==> src/rtl/idscan_pkg.sv <==
package idscan_pkg;
  typedef enum logic [1:0] {
    ST_IDLE  = 2'd0,
    ST_GAP   = 2'd1,
    ST_SHIFT = 2'd2,
    ST_EVAL  = 2'd3
  } scan_st_e;
endpackage

==> src/rtl/idscan_pair_seq.sv <==
// Walks ordered (clock, data) pin pairs, never pairing a pin with itself.
module idscan_pair_seq #(
  parameter int NPINS = 8,
  parameter int IW    = $clog2(NPINS)
) (
  input  logic          clk,
  input  logic          rst,
  input  logic          load,
  input  logic          step,
  output logic [IW-1:0] tck_idx,
  output logic [IW-1:0] tdo_idx,
  output logic          last
);
  localparam logic [IW:0] PIN_CNT  = (IW+1)'(NPINS);
  localparam logic [IW-1:0] TOP_IX = IW'(NPINS - 1);
  localparam logic [IW-1:0] PEN_IX = IW'(NPINS - 2);

  logic [IW:0]   tdo_nx_w;
  logic [IW-1:0] tck_nx;
  logic [IW-1:0] tdo_nx;

  always_comb begin
    tck_nx   = tck_idx;
    tdo_nx_w = {1'b0, tdo_idx} + 1'b1;
    if (tdo_nx_w[IW-1:0] == tck_idx && tdo_nx_w < PIN_CNT)
      tdo_nx_w = tdo_nx_w + 1'b1;
    if (tdo_nx_w >= PIN_CNT) begin
      tck_nx = tck_idx + 1'b1;
      tdo_nx = '0;
    end else begin
      tdo_nx = tdo_nx_w[IW-1:0];
    end
  end

  always_ff @(posedge clk) begin
    if (rst || load) begin
      tck_idx <= '0;
      tdo_idx <= IW'(1);
    end else if (step) begin
      tck_idx <= tck_nx;
      tdo_idx <= tdo_nx;
    end
  end

  assign last = (tck_idx == TOP_IX) && (tdo_idx == PEN_IX);


  pair_distinct_chk: assert property (@(posedge clk) disable iff (rst)
    tck_idx != tdo_idx);
endmodule

==> src/rtl/idscan_tck_gen.sv <==
// Produces the candidate clock waveform and the bit sampling strobe.
module idscan_tck_gen #(
  parameter int HALF = 4,
  parameter int BITS = 32
) (
  input  logic clk,
  input  logic rst,
  input  logic run,
  output logic tck_lvl,
  output logic sample,
  output logic word_done
);
  localparam int PW = (HALF > 1) ? $clog2(HALF) : 1;
  localparam int BW = $clog2(BITS);
  localparam logic [PW-1:0] PH_END = PW'(HALF - 1);
  localparam logic [BW-1:0] BIT_END = BW'(BITS - 1);

  logic [PW-1:0] phase;
  logic [BW-1:0] bit_cnt;

  assign sample    = run && tck_lvl && (phase == PH_END);
  assign word_done = sample && (bit_cnt == BIT_END);

  always_ff @(posedge clk) begin
    if (rst || !run) begin
      phase   <= '0;
      tck_lvl <= 1'b0;
      bit_cnt <= '0;
    end else if (phase == PH_END) begin
      phase   <= '0;
      tck_lvl <= ~tck_lvl;
      if (tck_lvl) bit_cnt <= (bit_cnt == BIT_END) ? '0 : bit_cnt + 1'b1;
    end else begin
      phase <= phase + 1'b1;
    end
  end
endmodule

==> src/rtl/idscan_shift_cap.sv <==
// Synchronizes the data candidate, shifts bits in LSB first, judges the word.
module idscan_shift_cap #(
  parameter int BITS = 32
) (
  input  logic            clk,
  input  logic            rst,
  input  logic            tdo_raw,
  input  logic            sample,
  output logic [BITS-1:0] word,
  output logic            word_ok
);
  logic sync_a, sync_b;

  always_ff @(posedge clk) begin
    if (rst) begin
      sync_a <= 1'b1;
      sync_b <= 1'b1;
      word   <= '1;
    end else begin
      sync_a <= tdo_raw;
      sync_b <= sync_a;
      if (sample) word <= {sync_b, word[BITS-1:1]};
    end
  end

  logic all_hi, all_lo;
  assign all_hi  = &word;
  assign all_lo  = ~|word;
  assign word_ok = word[0] && !all_hi && !all_lo;
endmodule

==> src/rtl/idscan_pin_ctl.sv <==
// Registered pin drive: one clock candidate driven, all else pulled-up inputs.
module idscan_pin_ctl #(
  parameter int NPINS = 8,
  parameter int BITS  = 32,
  parameter int IW    = $clog2(NPINS)
) (
  input  logic             clk,
  input  logic             rst,
  input  logic             drive,
  input  logic             tck_lvl,
  input  logic [IW-1:0]    tck_idx,
  input  logic [IW-1:0]    tdo_idx,
  input  logic [NPINS-1:0] pin_in,
  output logic [NPINS-1:0] pin_oe,
  output logic [NPINS-1:0] pin_out,
  output logic [NPINS-1:0] pin_pullup,
  output logic             tdo_raw
);
  for (genvar g = 0; g < NPINS; g++) begin : g_pin
    logic sel;
    assign sel = drive && (tck_idx == IW'(g));
    always_ff @(posedge clk) begin
      if (rst) begin
        pin_oe[g]     <= 1'b0;
        pin_out[g]    <= 1'b0;
        pin_pullup[g] <= 1'b1;
      end else begin
        pin_oe[g]     <= sel;
        pin_out[g]    <= sel && tck_lvl;
        pin_pullup[g] <= !sel;
      end
    end
  end

  assign tdo_raw = pin_in[tdo_idx];

  // pulse tally used only by the burst-length check
  localparam int CW = $clog2(BITS + 1);
  logic [NPINS-1:0] out_prev;
  logic [CW-1:0]    rise_cnt;
  always_ff @(posedge clk) begin
    if (rst) begin
      out_prev <= '0;
      rise_cnt <= '0;
    end else begin
      out_prev <= pin_out & pin_oe;
      if (!(|pin_oe)) rise_cnt <= '0;
      else if (|((pin_out & pin_oe) & ~out_prev)) rise_cnt <= rise_cnt + 1'b1;
    end
  end


  one_driver_chk: assert property (@(posedge clk) disable iff (rst)
    $countones(pin_oe) <= 1);

  burst_len_chk: assert property (@(posedge clk) disable iff (rst)
    $fell(|pin_oe) |-> (rise_cnt == CW'(BITS)));
endmodule

==> src/rtl/idcode_pair_scanner.sv <==
module idcode_pair_scanner #(
  parameter int NUM_PINS  = 8,
  parameter int ID_BITS   = 32,
  parameter int TCK_HALF  = 4,
  parameter int IDLE_CLKS = 4,
  parameter int IW        = $clog2(NUM_PINS)
) (
  input  logic                clk,
  input  logic                rst,
  input  logic                start,
  input  logic [NUM_PINS-1:0] pin_in,
  output logic [NUM_PINS-1:0] pin_oe,
  output logic [NUM_PINS-1:0] pin_out,
  output logic [NUM_PINS-1:0] pin_pullup,
  output logic                done,
  output logic                res_valid,
  output logic [IW-1:0]       res_tck,
  output logic [IW-1:0]       res_tdo,
  output logic [ID_BITS-1:0]  res_word
);
  import idscan_pkg::*;

  localparam int GW = $clog2(IDLE_CLKS + 1);
  localparam logic [GW-1:0] GAP_END = GW'(IDLE_CLKS - 1);

  scan_st_e st;
  logic [GW-1:0] gap_cnt;
  logic [IW-1:0] tck_idx, tdo_idx;
  logic last_pair, tck_lvl, sample, word_done, tdo_raw, word_ok;
  logic [ID_BITS-1:0] word;
  logic seq_load, seq_step;

  assign seq_load = (st == ST_IDLE) && start;
  assign seq_step = (st == ST_EVAL) && !last_pair;

  idscan_pair_seq #(.NPINS(NUM_PINS), .IW(IW)) u_seq (
    .clk(clk), .rst(rst), .load(seq_load), .step(seq_step),
    .tck_idx(tck_idx), .tdo_idx(tdo_idx), .last(last_pair));

  idscan_tck_gen #(.HALF(TCK_HALF), .BITS(ID_BITS)) u_tck (
    .clk(clk), .rst(rst), .run(st == ST_SHIFT),
    .tck_lvl(tck_lvl), .sample(sample), .word_done(word_done));

  idscan_pin_ctl #(.NPINS(NUM_PINS), .BITS(ID_BITS), .IW(IW)) u_pins (
    .clk(clk), .rst(rst), .drive(st == ST_SHIFT), .tck_lvl(tck_lvl),
    .tck_idx(tck_idx), .tdo_idx(tdo_idx), .pin_in(pin_in),
    .pin_oe(pin_oe), .pin_out(pin_out), .pin_pullup(pin_pullup),
    .tdo_raw(tdo_raw));

  idscan_shift_cap #(.BITS(ID_BITS)) u_cap (
    .clk(clk), .rst(rst), .tdo_raw(tdo_raw), .sample(sample),
    .word(word), .word_ok(word_ok));

  always_ff @(posedge clk) begin
    if (rst) begin
      st        <= ST_IDLE;
      gap_cnt   <= '0;
      done      <= 1'b0;
      res_valid <= 1'b0;
      res_tck   <= '0;
      res_tdo   <= '0;
      res_word  <= '0;
    end else begin
      done      <= 1'b0;
      res_valid <= 1'b0;
      case (st)
        ST_IDLE: if (start) begin
          st      <= ST_GAP;
          gap_cnt <= '0;
        end
        ST_GAP: begin
          if (gap_cnt == GAP_END) st <= ST_SHIFT;
          else gap_cnt <= gap_cnt + 1'b1;
        end
        ST_SHIFT: if (word_done) st <= ST_EVAL;
        ST_EVAL: begin
          res_valid <= word_ok;
          res_tck   <= tck_idx;
          res_tdo   <= tdo_idx;
          res_word  <= word;
          gap_cnt   <= '0;
          if (last_pair) begin
            done <= 1'b1;
            st   <= ST_IDLE;
          end else begin
            st <= ST_GAP;
          end
        end
        default: st <= ST_IDLE;
      endcase
    end
  end


  res_lsb_chk: assert property (@(posedge clk) disable iff (rst)
    res_valid |-> res_word[0]);

  res_not_ones_chk: assert property (@(posedge clk) disable iff (rst)
    res_valid |-> (res_word != '1));

  res_pulse_chk: assert property (@(posedge clk) disable iff (rst)
    res_valid |=> !res_valid);

  done_pulse_chk: assert property (@(posedge clk) disable iff (rst)
    done |=> !done);
endmodule

==> config.mk <==
export PLATFORM = sky130hd
export DESIGN_NAME = idcode_pair_scanner
export DESIGN_NICKNAME = d
export VERILOG_FILES = /design/src/rtl/idscan_pkg.sv /design/src/rtl/idscan_pair_seq.sv /design/src/rtl/idscan_tck_gen.sv /design/src/rtl/idscan_shift_cap.sv /design/src/rtl/idscan_pin_ctl.sv /design/src/rtl/idcode_pair_scanner.sv
export SDC_FILE = /design/constraint.sdc
export NUM_CORES = 1
export LEC_CHECK = 0
export BUFFER_PORTS_ARGS = -buffer_cell sky130_fd_sc_hd__buf_2
export CAP_MARGIN = 40
export CORE_AREA = 2 2 92 94
export DETAILED_ROUTE_END_ITERATION = 7
export DIE_AREA = 0 0 94 96
export PLACE_DENSITY = 0.91
export SETUP_SLACK_MARGIN = 0.3
export SYNTH_ARGS = -nofsm -noshare
export SYNTH_HDL_FRONTEND = slang
export SYNTH_HIERARCHICAL = 1
export SYNTH_SLANG_ARGS = --single-unit
==> constraint.sdc <==
create_clock -name clk -period 3.07 [get_ports clk]
set_clock_uncertainty 0.15 [all_clocks]
set_input_delay 0.307 -clock clk [delete_from_list [all_inputs] [get_ports clk]]
set_output_delay 0.307 -clock clk [all_outputs]
set_load 0.01 [all_outputs]
==> results_dict.tcl <==
set metrics [dict create \
    status "completed" \
    critPathKind "reg2reg" \
    power_switching_w 0.00114 \
    rsz0062_at_grt "no" \
    synth.largest_area_cell "dfxtp_1" \
    wl_per_cell_microns 15.3 \
    comb_power_share_pct 13.6 \
    startpoint_type "flip-flop" \
    netlist_area_sq_um 4650 \
    synthFlopType "dfxtp_1" \
    gr-total-overflow 0 \
    die_area_sq_um 9020 \
    timing.max_cap.violations 0 \
    multi_input_area_sq_um 2100 \
    synthAdderAreaFrac_pct 3.77 \
    ctsHoldBuffers 0 \
    ys_ff_latch 117 \
    clk_pin_slew_ns 0.06 \
    htreeDepth 4 \
    rrSetupSlack_ns 0.68 \
    cts_max_path_buffers 2 \
    num_vias 3447 \
    synthMuxAreaShare_pct 10.7 \
    fp.dieH_microns 96 \
    synth-simple-area-share_pct 19.4 \
    final_nets 535 \
    max_freq_ghz 0.419 \
    syn_inst 438 \
    synth_xor_area_share_pct 1.43 \
    dp_hpwl_microns 6040 \
    critPathTopFamily "simple AND/OR/NAND/NOR gates" \
    switching_share_pct 26.4 \
    finalMaxSlewViolations 0 \
    viasPerCell 5.49 \
    syn-num-nets 463 \
    cp.required_ns 3.32 \
    antenna_found_initial 0 \
    internal_power_w 0.00319 \
    cts_buffers 17 \
    yosys_warnings 6 \
    finalHoldViolations 0 \
    slew-limit-headroom_pct 57.3 \
    post_cts_buffers 0 \
    critPathBufInv 2 \
    layout-drive-gt1-share_pct 23.7 \
    synthArstFlopShare_pct 0 \
    postRouteAntennaNets 0 \
    synth_top_family_by_area "simple AND/OR/NAND/NOR gates" \
    coreArea_sq_um 8050 \
    rows 33 \
    remaining_drc_errors 0 \
    setup_violations 0 \
    syn2layout_area_growth_pct 21.8 \
    cts-root-buf "clkbuf_8" \
    grt_pass1_vias 3315 \
    port_buffers 74 \
    p_seq_share_pct 38.4 \
    drtIter0Drc 188 \
    finalWeightedCongestion 0.914 \
    synth_area_leaders "dfxtp_1, mux2i_1, a211o_1" \
    synth_compound_area_share_pct 9.77 \
    ios 75 \
    cp.arrival_ns 2.64 \
    slowest_delay_ns 0.44 \
    powerDensity_nw_per_um2 766 \
    grt_use_total_pct 22.2 \
    wl_microns 9590 \
    diodes 0 \
    synth_top_area_share_pct 50.4 \
    path_max_fanout 20 \
    setup_tns_ns 0 \
    avgSynthCellArea_sq_um 10.6 \
    register_area_sq_um 2340 \
    hp-class "in2reg" \
    leakagePower_nw 2.37 \
    grt_max_degree 36 \
    clock_sinks 117 \
    finalPower_w 0.00434 \
    crit_path_end_kind "flip-flop" \
    start_util_pct 57.8 \
    ys_types 53 \
    layout_min_cycle_time_ns 2.39 \
    grt_pass1_wl_microns 15400 \
    clk_latency_ns 0.52 \
    peakVddDrop_uv 448 \
    n_fill_cell 523 \
    p_clk_share_pct 48.1 \
    drtPass1Iterations 5 \
    ys_seq_area_share_pct 50.4 \
    tritoncts "done" \
    cp_cell_sequence "inv_1 -> ha_1 -> and3_2 -> buf_4 -> and2b_1 -> a211o_1" \
    fin_crit_sh_pct 77.7 \
    synth-edff-count 0 \
    crit_slowest_cell "ha_1" \
    max_slew.worst_pin.slew_ns 0.640 \
    ctsResizeCount 0 \
    fp.dieW_microns 94 \
]
## cells in the mapped netlist (3+ instances only)
cell	number
nand2b_1	5
nor3_1	8
o21ai_0	6
clkbuf_1	8
and3b_1	3
a21oi_1	10
or2_1	3
nand2_1	10
nor2_1	48
buf_2	8
dfxtp_1	117
and2_1	4
and3_1	6
nor2b_1	30
buf_4	5
ha_1	14
and2b_1	6
buf_8	3
mux2i_1	40
inv_1	8
nand3_1	9
a211o_1	33
xor2_1	3
nand4_1	10
## state kept, by name (all words and copies together), names as in the netlist, 2 cells and up
signal	flops
gap_cnt	3
res_tck	3
res_tdo	3
res_word	32
st	2
u_cap/word	32
u_pins/pin_oe	8
u_pins/pin_out	8
u_pins/pin_pullup	8
u_seq/tck_idx	3
u_seq/tdo_idx	3
u_tck/bit_cnt	5
u_tck/phase	2
## cell type report
class | instances | share of cell area, %
multi-input combinational | 287 | 37.0
timing repair buffer | 79 | 7.55
inverter | 8 | 0.530
tap | 105 | 2.32
clock inverter | 15 | 3.89
clock buffer | 17 | 7.31
sequential | 117 | 41.4
## per-stage QoR
step	worst slack (ns)	cells	instance area [sq um]	utilization, %	hold WS (ns)
5_1_grt	0.522	628	5660	70.3	0.167
4_1_cts	0.707	628	5660	70.3	0.128
6_report	0.684	628	5660	70.3	0.143
3_3_place_gp	0.873	595	5000	62.1	0.248
2_1_floorplan	1.05	438	4650	-	0.233
3_5_place_dp	0.742	596	5030	62.5	0.247
## logic make-up (layout without fill, tap and decap cells)
kind of cell,after synthesis,count (layout)
buffers and inverters,34,119
AOI/OAI and AO/OA,58,58
and+or+nand+nor,163,163
DFF,117,117
xor gates and xnor gates,6,6
muxes,46,46
adders and majority gates,14,14
## worst min-delay path, cell delays in order
cell	delay, ns
buf_2	0.07
mux4_1	0.20
mux2_2	0.13
or2_1	0.08
## per-layer routing
layer,vias up,part of all wire [%],global-route usage (%)
li1,1695,-,-
met3,12,5.0,7.28
met5,-,0,0
met2,97,50,37.9
met1,1643,43,26.0
met4,0,1.3,8.57
## power groups by stage
stage               clock network, W  logic (W)  registers, W
floorplan                          0   0.000393       0.00172
global placement                   0   0.000541       0.00169
detailed placement                 0   0.000579       0.00169
CTS                          0.00211   0.000588       0.00166
global route                 0.00218   0.000652       0.00167
finish                       0.00209   0.000588       0.00166
## cells in the final DEF (no fill, tap or decap), types with 4 or more instances in the layout
cell and count:
nor2b_1 30, inv_6 4, a21oi_1 10, inv_1 8
nand2_1 10, nand2b_1 5, a211o_1 33, mux2i_1 40
and2_1 4, nand3_1 9, ha_1 13, dfxtp_1 117
clkinv_4 4, nand4_1 10, bufinv_16 4, clkbuf_16 16
nor3_1 8, o21ai_0 6, nor2_1 48, and2b_1 6
buf_4 4, buf_2 74, and3_1 5
## worst paths after layout
path                                    from        endpoint  cells past startpoint
worst max-delay path                   st[0]  u_cap/word[27]                      6
worst min-delay path               pin_in[7]    u_cap/sync_a                      4
worst max register to register         st[0]  u_cap/word[27]                      6
worst min register to register  u_cap/sync_a    u_cap/sync_b                      1
No activity file was read; power rests on OpenSTA's default activity.
